[src/rtl/busrec_pkg.sv]
package busrec_pkg;

    typedef enum logic [3:0] {
        ST_IDLE,
        ST_REL,
        ST_LOW,
        ST_RISE,
        ST_HIGH,
        ST_CHECK,
        ST_SETUP,
        ST_PULL,
        ST_BUF,
        ST_DONE
    } rec_state_e;

    function automatic int unsigned max4(input int unsigned a, input int unsigned b,
                                         input int unsigned c, input int unsigned d);
        int unsigned m;
        m = a;
        if (b > m) m = b;
        if (c > m) m = c;
        if (d > m) m = d;
        return m;
    endfunction

endpackage

[src/rtl/busrec_sync.sv]
module busrec_sync #(
    parameter int BITS   = 2,
    parameter int STAGES = 2
) (
    input  logic            clk,
    input  logic            rst_n,
    input  logic [BITS-1:0] async_i,
    output logic [BITS-1:0] sync_o
);
    for (genvar b = 0; b < BITS; b++) begin : g_bit
        logic [STAGES-1:0] chain_q;
        always_ff @(posedge clk or negedge rst_n) begin
            if (!rst_n) chain_q <= '1;
            else        chain_q <= {chain_q[STAGES-2:0], async_i[b]};
        end
        assign sync_o[b] = chain_q[STAGES-1];
    end
endmodule

[src/rtl/busrec_timer.sv]
module busrec_timer #(
    parameter int W = 8
) (
    input  logic         clk,
    input  logic         rst_n,
    input  logic         load_i,
    input  logic [W-1:0] val_i,
    output logic         zero_o
);
    logic [W-1:0] cnt_d, cnt_q;

    always_comb begin
        cnt_d = cnt_q;
        if (load_i)            cnt_d = val_i;
        else if (cnt_q != '0)  cnt_d = cnt_q - 1'b1;
    end

    always_ff @(posedge clk or negedge rst_n) begin
        if (!rst_n) cnt_q <= '0;
        else        cnt_q <= cnt_d;
    end

    assign zero_o = (cnt_q == '0);
endmodule

[src/rtl/busrec_seq.sv]
module busrec_seq
    import busrec_pkg::*;
#(
    parameter int CLK_PER_US = 100,
    parameter int PULSES     = 9,
    parameter int HALF_US    = 5,
    parameter int GUARD_US   = 1,
    parameter int BUF_US     = 60,
    parameter int TIMEOUT_US = 1000
) (
    input  logic clk,
    input  logic rst_n,
    input  logic start_i,
    input  logic scl_i,
    input  logic sda_i,
    output logic scl_oe_o,
    output logic sda_oe_o,
    output logic busy_o,
    output logic done_o,
    output logic fail_o,
    output logic warn_o,
    output logic stuck_o
);
    localparam int HALF_CYC  = HALF_US * CLK_PER_US;
    localparam int GUARD_CYC = GUARD_US * CLK_PER_US;
    localparam int BUF_CYC   = BUF_US * CLK_PER_US;
    localparam int TOUT_CYC  = TIMEOUT_US * CLK_PER_US;
    localparam int MAXC      = int'(max4(HALF_CYC, GUARD_CYC, BUF_CYC, TOUT_CYC));
    localparam int TW        = $clog2(MAXC + 1);
    localparam int CW        = $clog2(PULSES + 1);

    localparam logic [TW-1:0] HALF_LD  = TW'(HALF_CYC - 1);
    localparam logic [TW-1:0] GUARD_LD = TW'(GUARD_CYC - 1);
    localparam logic [TW-1:0] BUF_LD   = TW'(BUF_CYC - 1);
    localparam logic [TW-1:0] TOUT_LD  = TW'(TOUT_CYC - 1);
    localparam logic [CW-1:0] LAST_PULSE = CW'(PULSES - 1);

    typedef struct packed {
        rec_state_e    st;
        logic [CW-1:0] cnt;
        logic          was_high;
        logic          stuck;
        logic          warn;
        logic          fail;
    } ctl_t;

    ctl_t          ctl_d, ctl_q;
    logic          tmr_load;
    logic [TW-1:0] tmr_val;
    logic          tmr_zero;
    logic [1:0]    lines_s;
    logic          scl_s, sda_s;

    busrec_sync #(.BITS(2), .STAGES(2)) u_sync (
        .clk     (clk),
        .rst_n   (rst_n),
        .async_i ({scl_i, sda_i}),
        .sync_o  (lines_s)
    );
    assign scl_s = lines_s[1];
    assign sda_s = lines_s[0];

    busrec_timer #(.W(TW)) u_timer (
        .clk    (clk),
        .rst_n  (rst_n),
        .load_i (tmr_load),
        .val_i  (tmr_val),
        .zero_o (tmr_zero)
    );

    always_comb begin
        ctl_d    = ctl_q;
        tmr_load = 1'b0;
        tmr_val  = '0;
        unique case (ctl_q.st)
            ST_IDLE: if (start_i) begin
                ctl_d.st       = ST_REL;
                ctl_d.cnt      = '0;
                ctl_d.was_high = 1'b0;
                ctl_d.stuck    = 1'b0;
                ctl_d.warn     = 1'b0;
                ctl_d.fail     = 1'b0;
                tmr_load       = 1'b1;
                tmr_val        = HALF_LD;
            end
            ST_REL: if (tmr_zero) begin
                ctl_d.st = ST_LOW;
                tmr_load = 1'b1;
                tmr_val  = HALF_LD;
            end
            ST_LOW: if (tmr_zero) begin
                ctl_d.st = ST_RISE;
                tmr_load = 1'b1;
                tmr_val  = TOUT_LD;
            end
            ST_RISE: if (scl_s || tmr_zero) begin
                if (!scl_s) ctl_d.stuck = 1'b1;
                ctl_d.st = ST_HIGH;
                tmr_load = 1'b1;
                tmr_val  = HALF_LD;
            end
            ST_HIGH: if (tmr_zero) begin
                ctl_d.was_high = ctl_q.was_high | sda_s;
                ctl_d.cnt      = ctl_q.cnt + 1'b1;
                if (ctl_q.cnt == LAST_PULSE) begin
                    ctl_d.st = ST_CHECK;
                end else begin
                    ctl_d.st = ST_LOW;
                    tmr_load = 1'b1;
                    tmr_val  = HALF_LD;
                end
            end
            ST_CHECK: begin
                if (ctl_q.was_high) begin
                    ctl_d.warn = !(scl_s && sda_s);
                    ctl_d.st   = ST_SETUP;
                    tmr_load   = 1'b1;
                    tmr_val    = GUARD_LD;
                end else begin
                    ctl_d.fail = 1'b1;
                    ctl_d.st   = ST_DONE;
                end
            end
            ST_SETUP: if (tmr_zero) begin
                ctl_d.st = ST_PULL;
                tmr_load = 1'b1;
                tmr_val  = GUARD_LD;
            end
            ST_PULL: if (tmr_zero) begin
                ctl_d.st = ST_BUF;
                tmr_load = 1'b1;
                tmr_val  = BUF_LD;
            end
            ST_BUF: if (tmr_zero) ctl_d.st = ST_DONE;
            ST_DONE: ctl_d.st = ST_IDLE;
            default: ctl_d.st = ST_IDLE;
        endcase
    end

    always_ff @(posedge clk or negedge rst_n) begin
        if (!rst_n) ctl_q <= '{st: ST_IDLE, cnt: '0, default: 1'b0};
        else        ctl_q <= ctl_d;
    end

    assign scl_oe_o = (ctl_q.st == ST_LOW);
    assign sda_oe_o = (ctl_q.st == ST_PULL);
    assign busy_o   = (ctl_q.st != ST_IDLE);
    assign done_o   = (ctl_q.st == ST_DONE);
    assign fail_o   = ctl_q.fail;
    assign warn_o   = ctl_q.warn;
    assign stuck_o  = ctl_q.stuck;
endmodule

[config.mk]
export PLATFORM = sky130hd
export DESIGN_NAME = busrec_seq
export DESIGN_NICKNAME = d
export VERILOG_FILES = /design/src/rtl/busrec_pkg.sv /design/src/rtl/busrec_sync.sv /design/src/rtl/busrec_timer.sv /design/src/rtl/busrec_seq.sv
export SDC_FILE = /design/constraint.sdc
export NUM_CORES = 1
export LEC_CHECK = 0
export BUFFER_PORTS_ARGS = -buffer_cell sky130_fd_sc_hd__buf_2
export CORE_AREA = 2 2 66 68
export DETAILED_ROUTE_END_ITERATION = 10
export DIE_AREA = 0 0 68 70
export PLACE_DENSITY_LB_ADDON = 0.05
export SLEW_MARGIN = 0
export SYNTH_ARGS = -nofsm -noshare
export SYNTH_HDL_FRONTEND = slang
export SYNTH_SLANG_ARGS = --single-unit
[constraint.sdc]
create_clock -name clk -period 3 [get_ports clk]
set_input_delay 0.3 -clock clk [delete_from_list [all_inputs] [get_ports clk]]
set_output_delay 0.3 -clock clk [all_outputs]
set_load 0.005 [all_outputs]
==> metrics.md <==
| Metric | Value |
|---|---|
| Starting Density | `between 40% and 50%` |
| Die W | `68 microns` |
| Pre-antenna DRT Iters | `4` |
| Clock root buffer | `clkbuf_8` |
| NumNets Final | `238` |
| Cell taking the most area after synthesis | `dfrtp_1` |
| Max Cap Viol | `0` |
| Ys Warns | `0` |
| Number of diodes | `0` |
| H-tree depth | `2` |
| Routed Antenna Nets | `0` |
| Worst slew margin | `approximately 51%` |
| WP buf/inv | `1` |
| Synth cell types | `49` |
| Clock Skews | `0.0111 ns` |
| Row Count | `24` |
| CTS tree | `done` |
| Worst r2r src | `u_timer.cnt_q[0]$_DFFE_PN0P_` |
| Wire per inst | `16.0 microns` |
| Fin worst setup slack | `around 0.43 ns` |
| VDD IR max | `0.402 mV` |
| Hold-fix buffers at CTS | `0` |
| R2R Path End | `u_timer.cnt_q[1]$_DFFE_PN0P_` |
| Fin Hold WS | `approximately 0.066 ns` |
| Pint | `between 1 and 1.5 mW` |
| Tcrit/Tclk final | `roughly 86%` |
| EDFF count, synth | `0` |
| Final wirelength | `roughly 4500 microns` |
| Combinational power share | `41.7%` |
| Critical-path top delay cell | `o211ai_1` |
| Sw Share | `roughly 43%` |
| Buffers on Ports | `11` |
| Cells after synthesis | `220` |
| First-pass GRT wire length | `between 7000 and 8000 microns` |
| Cell Area, Synth | `1960 sq um` |
| Routing usage on met2 | `34.6%` |
| Via count | `roughly 1700` |
| Crit path DAT | `2.79 ns` |
| Top cells by area, synth | `dfrtp_1 (37%), dfstp_2 (5.4%), nor2_1 (4.8%), xnor2_1 (4.5%), nand2_1 (3.3%)` |
| Crit end category | `flip-flop` |
| DR DRC count | `0` |
| Post-Syn Area per Cell | `about 8.9 sq um` |
| Worst-path clk slew | `~0.07 ns` |
| Area occupied by multi-input gates | `roughly 1000 sq um` |
| Minimum clock period | `2.57 ns` |
| Leak | `approximately 0.90 nW` |
| Clk sinks | `33` |
| Fin. Hold Viols | `0` |
| Seq/Total Area, Yosys | `between 40 and 50%` |
| # IOs | `12` |
| Setup Buffers After CTS | `0` |
| Antenna violations before repair | `0` |
| FFs w/ async S/R, synth | `100%` |
| Grt total ovfl | `0` |
| Tot GR Track Use | `a little over a fifth` |
| DPL Wire Length | `approximately 3300 microns` |
| Final count of pins violating max slew | `0` |
| Fmax | `0.390 GHz` |
| Crit path depth | `7` |
| Vias in the first global route | `~1600` |
| Synth top area share | `37.0%` |
| Die Height | `around 70 microns` |
| Ys flop type | `dfrtp_1` |
| Synthesis-to-layout area growth | `8.17%` |
| GR Layer Usage met3 | `between 4 and 5%` |
| Worst slew pin tran | `around 0.73 ns` |
| CP Cell Sequence | `inv_1 -> ha_1 -> or4b_4 -> nor2_1 -> a21oi_1 -> o211ai_1 -> or4_1` |
| RSZ-0062 raised after global routing | `false` |
| Starting DRC count in detailed routing | `between 100 and 150` |
| Setup TNS | `0 ns` |
| Reg2reg setup slack | `0.43 ns` |
| Synthesized flop and latch total | `33` |
| Post-synthesis net count | `around 230` |
| Largest net degree at the start of global routing | `34` |
| Fin util | `approximately 51%` |
| GR peak layer | `met2` |
| Hold Crit Class | `in -> async` |
| Num CTS Buffers | `5` |
| Critical Path RT | `3.23 ns` |
| Slowest stage delay, CP | `0.56 ns` |
| Average vias per placed instance | `around 6` |
| Clock power frac | `18.1%` |
| Latest clock arrival within the worst-skew pair | `0.29 ns` |
| Fill cell count | `approximately 430` |
| Type of origin of the critical path | `flip-flop` |
| Met1 Resource Use GR | `between 20 and 30%` |
| Cell family with the largest share of critical-path delay | `simple AND/OR/NAND/NOR gates` |
| Pwr Total | `1.81 mW` |
| Status | `finished, final reports clean` |
| Fraction of layout cells with a size suffix above 1 | `about an eighth` |
| DP Worst Slack | `slightly above 0.5 ns` |
| Clk buf depth | `2` |
| Die area | `4760 sq um` |
| CTS resizes | `0` |
| Crit-path max FO | `7` |
| Final setup violation count | `0` |
| Register area | `831 sq um` |
| Gpl congestion | `slightly below 0.9` |
| Reg2Reg Depth | `7` |
| Setup CP Type | `reg -> reg` |
| Power per cell area | `around 850 nW/um^2` |
| Net Sw Power | `a little under 800 uW` |
| Sequential fraction of design power | `roughly 40%` |
| Core area | `approximately 4100 sq um` |
==> how the worst max path moves through the flow <==
stage / from / to / slack (ns)
final: u_timer.cnt_q[0]$_DFFE_PN0P_ / u_timer.cnt_q[1]$_DFFE_PN0P_ / 0.43
after floorplan: u_timer.cnt_q[0]$_DFFE_PN0P_ / u_timer.cnt_q[1]$_DFFE_PN0P_ / 0.78
after detailed placement: u_timer.cnt_q[0]$_DFFE_PN0P_ / u_timer.cnt_q[1]$_DFFE_PN0P_ / 0.51
after global placement: u_timer.cnt_q[0]$_DFFE_PN0P_ / ctl_q[7]$_DFFE_PN0P_ / 0.62
after global routing: u_timer.cnt_q[0]$_DFFE_PN0P_ / u_timer.cnt_q[1]$_DFFE_PN0P_ / 0.23
after CTS: u_timer.cnt_q[0]$_DFFE_PN0P_ / u_timer.cnt_q[1]$_DFFE_PN0P_ / 0.47
==> routing by layer <==
layer | wire (microns) | up-vias
li1 | - | 824
met1 | 2060 | 795
met2 | 2190 | 50
met3 | 208 | 8
met4 | 60 | 0
met5 | 0 | -
==> synthesized netlist by cell type (2+ instances only) <==
library cell / number
nor3_1: 7
a21oi_1: 12
dfstp_2: 4
nand2_1: 17
and3_1: 2
clkbuf_1: 8
xnor2_1: 10
xor2_1: 3
nor4_1: 5
nand3_1: 9
o21ai_0: 10
ha_1: 4
a211oi_1: 2
nor2_1: 25
or2_2: 2
dfrtp_1: 29
mux2i_1: 3
nor2b_1: 2
or4_1: 4
o22ai_1: 5
o31ai_1: 3
or3_1: 5
o211ai_1: 8
nand2b_1: 3
nand4_1: 4
inv_1: 10
nand3b_1: 2
==> stage by stage <==
step,std cells,area (sq um)
global route,282,2120
finish,282,2120
detailed placement,274,2040
global placement,274,2040
floorplan,220,1960
CTS,282,2120
==> state kept, by name (all words and copies together), names as in the netlist <==
register / count
stuck_o: 1
ctl_q: 9
fail_o: 1
u_timer.cnt_q: 17
warn_o: 1
u_sync.g_bit.chain_q: 4
==> cell families (layout without fill, tap and decap cells) <==
logic type,after synthesis,after routing,share of synthesized area (%)
AND/OR/NAND/NOR,95,95,25.9
AO/OA/AOI/OAI,53,53,17.8
flip-flops,33,33,42.4
buffers and inverters,19,29,4.02
XOR/XNOR,13,13,5.81
adder cells (fa/ha/maj),4,4,2.55
multiplexers,3,3,1.53
==> layout make-up <==
type / instances / share of cell area (%)
inverter: 10 / 1.77
clock buffer: 7 / 3.60
clock inverter: 1 / 0.236
timing repair buffer: 11 / 2.60
multi-input combinational: 168 / 49.5
tap: 52 / 3.07
sequential: 33 / 39.2
==> power by group through the flow <==
stage | Clock [mW] | Combinational (mW) | Sequential (mW)
3_5_place_dp | 0 | 0.751 | 0.730
2_1_floorplan | 0 | 0.665 | 0.631
5_1_grt | 0.355 | 0.865 | 0.754
4_1_cts | 0.335 | 0.757 | 0.723
6_report | 0.328 | 0.755 | 0.728
3_3_place_gp | 0 | 0.753 | 0.718
==> cell usage in the layout (no fill, tap or decap), drive strengths merged, types with 2 or more instances in the layout <==
cell type	synthesis	final
xnor2	10	10
o22ai	5	5
dfstp	4	4
nor2	26	26
nand4	4	4
o211ai	8	8
buf	1	11
clkbuf	8	7
nor2b	2	2
or4	4	4
o21ai	10	10
nor4	6	6
a21oi	12	12
nand3	9	9
ha	4	4
nand2b	3	3
and3	2	2
xor2	3	3
dfrtp	29	29
o31ai	3	3
a211oi	2	2
nand3b	2	2
nand2	17	17
inv	10	10
mux2i	3	3
or3	5	5
or2	3	3
nor3	7	7
No activity file was read; power rests on OpenSTA's default activity.
